### config.mk
export PLATFORM = sky130hd
export DESIGN_NAME = lrs_matrix_arb
export DESIGN_NICKNAME = d
export VERILOG_FILES = /design/src/rtl/lrs_arb_pkg.sv /design/src/rtl/lrs_prio_matrix.sv /design/src/rtl/lrs_grant_net.sv /design/src/rtl/lrs_matrix_arb.sv
export SDC_FILE = /design/constraint.sdc
export NUM_CORES = 1
export LEC_CHECK = 0
export BUFFER_PORTS_ARGS = -buffer_cell sky130_fd_sc_hd__buf_2
export CAP_MARGIN = 20
export CORE_AREA = 2 2 39 41
export DETAILED_ROUTE_END_ITERATION = 10
export DIE_AREA = 0 0 41 43
export PLACE_DENSITY = 0.54
export SETUP_SLACK_MARGIN = 0.05
export SYNTH_ARGS = -nofsm -noshare
export SYNTH_HDL_FRONTEND = slang
export SYNTH_SLANG_ARGS = --single-unit
### constraint.sdc
create_clock -name clk -period 1.46 [get_ports clk]
set_clock_uncertainty 0.1 [all_clocks]
set_input_delay 0.292 -clock clk [delete_from_list [all_inputs] [get_ports clk]]
set_output_delay 0.292 -clock clk [all_outputs]
set_load 0.01 [all_outputs]
### src/rtl/lrs_arb_pkg.sv
package lrs_arb_pkg;

  // Priority order loaded into the matrix by reset.
  typedef enum logic {
    ORDER_LOW_FIRST  = 1'b0,  // lower index outranks higher index
    ORDER_HIGH_FIRST = 1'b1   // higher index outranks lower index
  } prio_order_e;

endpackage

### src/rtl/lrs_prio_matrix.sv
// Pairwise priority state. Only pairs with i < j are stored.
// beats[i*N+j] = 1 means requester i outranks requester j.
module lrs_prio_matrix
  import lrs_arb_pkg::*;
#(
  parameter int          N     = 4,
  parameter prio_order_e ORDER = ORDER_LOW_FIRST
) (
  input  logic           clk,
  input  logic           rst,
  input  logic           upd,
  input  logic [N-1:0]   win,
  output logic [N*N-1:0] beats
);

  localparam logic RST_BIT = (ORDER == ORDER_LOW_FIRST);

  for (genvar i = 0; i < N; i++) begin : g_row
    for (genvar j = 0; j < N; j++) begin : g_col
      if (i < j) begin : g_pair
        logic w_q;

        always_ff @(posedge clk) begin
          if (rst) begin
            w_q <= RST_BIT;
          end else if (upd) begin
            if (win[i]) begin
              w_q <= 1'b0;      // winner i falls below j
            end else if (win[j]) begin
              w_q <= 1'b1;      // winner j falls below i
            end
          end
        end

        assign beats[i*N+j] = w_q;
        assign beats[j*N+i] = ~w_q;
      end else if (i == j) begin : g_diag
        assign beats[i*N+j] = 1'b0;
      end
    end
  end

endmodule

### src/rtl/lrs_grant_net.sv
// Combinational grant: a requester wins when no active requester outranks it.
module lrs_grant_net #(
  parameter int N = 4
) (
  input  logic [N-1:0]   req,
  input  logic [N*N-1:0] beats,
  output logic [N-1:0]   gnt
);

  for (genvar j = 0; j < N; j++) begin : g_tgt
    logic [N-1:0] over_j;   // over_j[i]: i outranks j

    for (genvar i = 0; i < N; i++) begin : g_src
      assign over_j[i] = beats[i*N+j];
    end

    assign gnt[j] = req[j] & ~|(req & over_j);
  end

endmodule

### src/rtl/lrs_matrix_arb.sv
module lrs_matrix_arb
  import lrs_arb_pkg::*;
#(
  parameter int          NUM_REQ = 4,
  parameter prio_order_e ORDER   = ORDER_LOW_FIRST
) (
  input  logic               clk,
  input  logic               rst,
  input  logic [NUM_REQ-1:0] req,
  input  logic               en,
  output logic [NUM_REQ-1:0] gnt
);

  localparam int PAIRS_W = NUM_REQ * NUM_REQ;

  logic [PAIRS_W-1:0] beats;
  logic [NUM_REQ-1:0] gnt_c;
  logic               upd;
  logic [NUM_REQ-1:0] gnt_q;

  lrs_grant_net #(.N(NUM_REQ)) u_net (
    .req   (req),
    .beats (beats),
    .gnt   (gnt_c)
  );

  assign upd = en & (|gnt_c);

  lrs_prio_matrix #(.N(NUM_REQ), .ORDER(ORDER)) u_mtx (
    .clk   (clk),
    .rst   (rst),
    .upd   (upd),
    .win   (gnt_c),
    .beats (beats)
  );

  always_ff @(posedge clk) begin
    if (rst) begin
      gnt_q <= '0;
    end else if (en) begin
      gnt_q <= gnt_c;
    end else begin
      gnt_q <= '0;
    end
  end

  assign gnt = gnt_q;

endmodule

==> results of run 1 <==
==> power breakdown <==
group          internal [W]  switching [W]  leakage (nW)  total [W]
combinational     0.0000346      0.0000417         0.127  0.0000763
clock              0.000152       0.000100        0.0210   0.000252
sequential         0.000290     0.00000934        0.0820   0.000299
==> metal layers <==
| layer | part of all wire [%] | track usage (%) |
|---|---|---|
| met5 | 0 | 0 |
| met4 | 0 | 12.0 |
| met3 | 6.1 | 3.14 |
| met2 | 53 | 17.8 |
| met1 | 41 | 11.3 |
==> layout make-up <==
type | count | area [sq um] | area share [%]
multi-input cells | 33 | 226 | 41.9
flip-flops and latches | 10 | 200 | 37.0
repair buffers | 10 | 50.0 | 9.26
clock buffers | 4 | 36.3 | 6.71
well taps | 16 | 20.0 | 3.70
inverters | 2 | 7.51 | 1.39
==> through the flow <==
stage	hold WS, ns	utilization, %	worst slack [ns]	instances	total power [W]
floorplan	0.264	-	0.361	45	0.000351
global placement	0.428	36.4	0.135	71	0.000383
detailed placement	0.421	36.4	0.145	71	0.000382
CTS	0.184	39.1	0.252	75	0.000634
global route	0.192	39.1	0.221	75	0.000656
finish	0.194	39.1	0.263	75	0.000627
==> worst max-delay path: stages, from the launching register on <==
cell and delay (ns):
sky130_fd_sc_hd__dfxtp_1 0.33, sky130_fd_sc_hd__a22oi_1 0.19, sky130_fd_sc_hd__nand4_1 0.24, sky130_fd_sc_hd__a21o_2 0.25
==> sequential cells by signal, summed over array words and instances (netlist names) <==
| signal | cells |
|---|---|
| u_mtx.g_row.g_col.g_pair.w_q | 6 |
| gnt | 4 |
==> worst max path at each step <==
stage,from,end,cells after the start
detailed placement,rst,u_mtx.g_row[0].g_col[2].g_pair.w_q$_SDFFE_PP1P_,4
global placement,req[0],u_mtx.g_row[2].g_col[3].g_pair.w_q$_SDFFE_PP1P_,4
floorplan,rst,u_mtx.g_row[0].g_col[2].g_pair.w_q$_SDFFE_PP1P_,3
CTS,u_mtx.g_row[0].g_col[2].g_pair.w_q$_SDFFE_PP1P_,u_mtx.g_row[2].g_col[3].g_pair.w_q$_SDFFE_PP1P_,3
global route,u_mtx.g_row[0].g_col[2].g_pair.w_q$_SDFFE_PP1P_,u_mtx.g_row[2].g_col[3].g_pair.w_q$_SDFFE_PP1P_,3
finish,u_mtx.g_row[0].g_col[2].g_pair.w_q$_SDFFE_PP1P_,u_mtx.g_row[2].g_col[3].g_pair.w_q$_SDFFE_PP1P_,3
==> cell usage after synthesis <==
cell type                   instances  area, sq um
sky130_fd_sc_hd__dfxtp_1           10          200
sky130_fd_sc_hd__a21oi_1            2         10.0
sky130_fd_sc_hd__nand2b_1           4         25.0
sky130_fd_sc_hd__a21o_2             1         8.76
sky130_fd_sc_hd__nor2b_1            1         6.26
sky130_fd_sc_hd__nor2_1             6         22.5
sky130_fd_sc_hd__or2_2              1         6.26
sky130_fd_sc_hd__a41oi_1            1         8.76
sky130_fd_sc_hd__a31o_2             1         8.76
sky130_fd_sc_hd__and3_1             1         6.26
sky130_fd_sc_hd__a21boi_1           1         7.51
sky130_fd_sc_hd__nand2b_4           1         13.8
sky130_fd_sc_hd__nand3_1            1         5.00
sky130_fd_sc_hd__inv_2              1         3.75
sky130_fd_sc_hd__and2_1             2         12.5
sky130_fd_sc_hd__inv_1              1         3.75
sky130_fd_sc_hd__nand2_1            2         7.51
sky130_fd_sc_hd__a22oi_1            5         37.5
sky130_fd_sc_hd__nand4_1            2         12.5
sky130_fd_sc_hd__a2111oi_4          1         27.5
==> logic make-up (layout without fill, tap and decap cells) <==
family	Yosys count	count (layout)	synth area share, %
simple gates	21	21	27.1
compound gates	12	12	25.1
flops	10	10	46.1
buf+inv	2	16	1.73
==> results.yml, run 1 <==
timing:
  final_hold_viol_count: 0
  aggregate_negative_setup_slack_ns: 0
  timing.final.setup_violations: 0
  worstMarginPinSlew_ns: 0.324
  timing.final.crit_period_ns: 1.20
  max_clock_freq_ghz: 0.836
  relSlewSlack_pct: 78.4
  timing.final.max_slew_violations: 0
  min_period_over_period_pct: 82.0
  rsz0062_at_grt: "no"
global_route:
  grt_overflow_total: 0
  grt_start_max_net_pins: 9
  number_of_antenna_violations_at_the_first_check_in_global_routing: 0
  vias_in_the_first_global_route: 345
  grt_first_pass_wirelength_um: 1310
  grt_use_total_pct: 11.7
placement:
  postPlaceCellArea_sq_um: 504
  hpwlAfterDp_um: 662
  io_buffer_count: 10
  gp_routability_congestion: 0.787
routing:
  drcViolationCount: 0
  drtPass1Iterations: 8
  final_antenna_net_count: 0
  drt-vias-per-instance: 5.20
  drt_wl_total_um: 873
  routed-via-count: 390
  dr.first_iter.drc_count: 12
  avgRoutedWirePerCell_um: 11.6
finish:
  filler_cell_count: 142
  layout.cell_area.non_filler_sq_um: 541
  mostFrequentLayoutCells: "sky130_fd_sc_hd__dfxtp_1, sky130_fd_sc_hd__buf_2, sky130_fd_sc_hd__nor2_1"
  fin_nets: 67
  layout-area-overhead-vs-synth_pct: 24.5
  drive_gt1_share_pct: 33.9
  antenna_cells: 0
floorplan:
  rows: 14
  top_level_port_count: 11
  die_w_um: 41
  core_area_sq_um: 1380
  dieHeight_um: 43
  floorplan.die_area_sq_um: 1760
  initial_core_util_pct: 31.4
logic_synthesis:
  synth_cell_type_count: 20
  ys_seq_elements: 10
  synthesis.yosys.warnings: 0
  synth_area_per_cell_sq_um: 9.65
  synth_sequential_area_ratio_pct: 46.1
  syn-instance-count: 45
  mappedNetlistArea_sq_um: 434
  mappedNetlistNets: 52
min_path:
  min_path_cells: 2
  hold_path_class: "in2reg"
  whs_endpoint: "gnt[2]$_SDFF_PP0_"
  min_from: "rst"
clocking:
  cts_max_path_buffers: 2
  numCtsBuffers: 3
  cts.root.buffer_cell: "sky130_fd_sc_hd__clkbuf_4"
  maximum_level_of_the_cts_h_tree: 1
  tritoncts: "done"
  numClockSinks: 10
  ctsResizeCount: 0
  cts.repair_timing.setup_buffer_count: 0
  clkSlewWorstSetupHoldPaths_ns: 0.07
  clk_latency_ns: 0.27
  postCtsHoldBufs: 0
worst_setup_path:
  startpoint_type: "flop"
  path_max_fanout: 4
  worstRegToRegCells: 3
  endpoint_kind: "flop"
  worst_r2r_endpoint: "u_mtx.g_row[2].g_col[3].g_pair.w_q$_SDFFE_PP1P_"
  worstPathArrival_ns: 1.27
  criticalPathCategory: "reg2reg"
  worst-r2r-setup-slack_ns: 0.26
  worst-endpoint-required_ns: 1.53
  reg2reg_from: "u_mtx.g_row[0].g_col[2].g_pair.w_q$_SDFFE_PP1P_"
outcome:
  outcome: "completed"
power:
  power_density_nw_per_um2: 1160
  irDropWorstVdd_v: 0.000357
  static-leakage-power_nw: 0.230
run:
  drv.max_cap_violation_count: 0
Power figures use the tool's default switching activity.
==> inputs of run 2 (changes only) <==
==> constraint.sdc (replaced) <==
create_clock -name clk -period 1.2 [get_ports clk]
set_clock_uncertainty 0.1 [all_clocks]
set_input_delay 0.24 -clock clk [delete_from_list [all_inputs] [get_ports clk]]
set_output_delay 0.24 -clock clk [all_outputs]
set_load 0.01 [all_outputs]
==> run 2 against run 1 <==
- sequential power is 23% higher
- via count grew 4.9%
- clock power decreased by 12%
- final area is 12% higher
- flip-flop and latch count unchanged
- cell count grew 9.3%
- clock-buffer cell count down 1
- die area unchanged
- setup slack lost 0.22 ns
- total power rose by 14%
==> results.yml, run 2 (synthesized netlist as in run 1, its figures left out) <==
routing:
  drt-vias-per-instance: 4.99
  drtPass1Iterations: 4
  drcViolationCount: 0
  drt_wl_total_um: 989
  routed-via-count: 409
  final_antenna_net_count: 0
  avgRoutedWirePerCell_um: 12.1
  dr.first_iter.drc_count: 7
placement:
  hpwlAfterDp_um: 737
  io_buffer_count: 10
  gp_routability_congestion: 0.782
clocking:
  tritoncts: "done"
  postCtsHoldBufs: 0
  numClockSinks: 10
  cts_max_path_buffers: 2
  maximum_level_of_the_cts_h_tree: 1
  numCtsBuffers: 3
  clk_latency_ns: 0.26
  clkSlewWorstSetupHoldPaths_ns: 0.06
  cts.root.buffer_cell: "sky130_fd_sc_hd__clkbuf_4"
  cts.repair_timing.setup_buffer_count: 0
timing:
  timing.final.crit_period_ns: 1.16
  timing.hold.ws_ns: 0.191
  worstMarginPinSlew_ns: 0.367
  min_period_over_period_pct: 96.4
  rsz0062_at_grt: "yes"
  final_hold_viol_count: 0
  aggregate_negative_setup_slack_ns: 0
  timing.final.setup_violations: 0
  max_clock_freq_ghz: 0.864
  relSlewSlack_pct: 75.6
  timing.final.max_slew_violations: 0
worst_setup_path:
  timing.critical_path.slowest_cell_delay_ns: 0.38
  startpoint_type: "flop"
  timing.critical_path.slowest_stage_cell: "sky130_fd_sc_hd__a2111oi_4"
  worstPathArrival_ns: 1.18
  path_max_fanout: 4
  path_delay_family: "compound AO/OA/AOI/OAI gates"
  path_buf_inv: 1
  criticalPathCategory: "reg2reg"
  worst-endpoint-required_ns: 1.22
  cell_chain_critical_path: "inv_2 > a2111oi_4 > a22oi_1"
  endpoint_kind: "flop"
finish:
  drive_gt1_share_pct: 50.0
  layout-area-overhead-vs-synth_pct: 39.8
  antenna_cells: 0
  filler_cell_count: 134
  regMostFlops: "u_mtx.g_row.g_col.g_pair.w_q"
  reg_area_sq_um: 203
  most_common_library_cell_in_the_layout_ignoring_fill_and_taps: "sky130_fd_sc_hd__buf_2"
  multi_input_comb_area_sq_um: 244
  mostFrequentLayoutCells: "sky130_fd_sc_hd__buf_2, sky130_fd_sc_hd__dfxtp_1, sky130_fd_sc_hd__buf_4"
  fin_nets: 75
  largest_reg_flops: 6
global_route:
  grt_start_max_net_pins: 6
  vias_in_the_first_global_route: 355
  use_met1_pct: 16.8
  grtUsageMet3_pct: 3.14
  met2_track_demand_over_resource_in_global_routing_pct: 17.5
  grt_first_pass_wirelength_um: 1510
  grt_overflow_total: 0
  grt-busiest-layer: "met2"
  number_of_antenna_violations_at_the_first_check_in_global_routing: 0
  grt_use_total_pct: 13.3
min_path:
  hold_path_class: "in2reg"
floorplan:
  die_w_um: 41
  top_level_port_count: 11
  rows: 14
  initial_core_util_pct: 31.4
  core_area_sq_um: 1380
  floorplan.die_area_sq_um: 1760
  dieHeight_um: 43
power:
  fin_total_pwr_w: 0.000712
  irDropWorstVdd_v: 0.000511
  power_density_nw_per_um2: 1170
  static-leakage-power_nw: 0.258
run:
  drv.max_cap_violation_count: 0
outcome:
  outcome: "completed"
-- run 2: layout make-up --
cell class                 instances  share of cell area [%]
clock buffer                       3                    3.71
inverter                           2                    1.24
timing repair buffer              18                    18.1
tap                               16                    3.30
multi-input combinational         33                    40.2
sequential                        10                    33.4
-- run 2: power breakdown --
part           internal [W]  leakage [nW]  switching, W
logic             0.0000641         0.163     0.0000594
registers          0.000354        0.0813     0.0000128
clock network      0.000116        0.0138      0.000107
-- run 2: worst paths after layout --
kind / start / end / slack (ns) / depth (start not counted)
min: rst / gnt[2]$_SDFF_PP0_ / 0.19 / 3
max: u_mtx.g_row[0].g_col[2].g_pair.w_q$_SDFFE_PP1P_ / u_mtx.g_row[0].g_col[2].g_pair.w_q$_SDFFE_PP1P_ / 0.04 / 3
min reg2reg: u_mtx.g_row[0].g_col[3].g_pair.w_q$_SDFFE_PP1P_ / u_mtx.g_row[0].g_col[3].g_pair.w_q$_SDFFE_PP1P_ / 0.45 / 2
max reg2reg: u_mtx.g_row[0].g_col[2].g_pair.w_q$_SDFFE_PP1P_ / u_mtx.g_row[0].g_col[2].g_pair.w_q$_SDFFE_PP1P_ / 0.04 / 3
-- run 2: routing by layer --
| metal | wire length [um] | share of wire, % | up-vias |
|---|---|---|---|
| li1 | - | - | 209 |
| met2 | 501 | 51 | 14 |
| met1 | 427 | 43 | 184 |
| met4 | 14 | 1.4 | 0 |
| met3 | 44 | 4.4 | 2 |
| met5 | 0 | 0 | - |
-- run 2: repair_timing --
action                                  CTS  global route
resized for setup                         2             4
endpoints found under the setup margin    4             8
pin swaps                                 1             2
hold endpoints to repair                  0             0
-- run 2: metrics by stage --
stage	util, %	cells	worst slack [ns]	instance area (sq um)
floorplan	-	45	0.129	434
global placement	40.8	79	-0.0720	564
detailed placement	40.8	79	-0.0623	564
CTS	42.5	82	0.0480	588
global route	43.9	82	-0.00133	607
finish	43.9	82	0.0427	607
-- run 2: worst reg2reg max path, delay by kind of cell (launching register included) --
| family | cells | cell delay, ns |
|---|---|---|
| buffers and inverters | 1 | 0.04 |
| DFF | 1 | 0.35 |
| AOI/OAI and AO/OA | 2 | 0.53 |
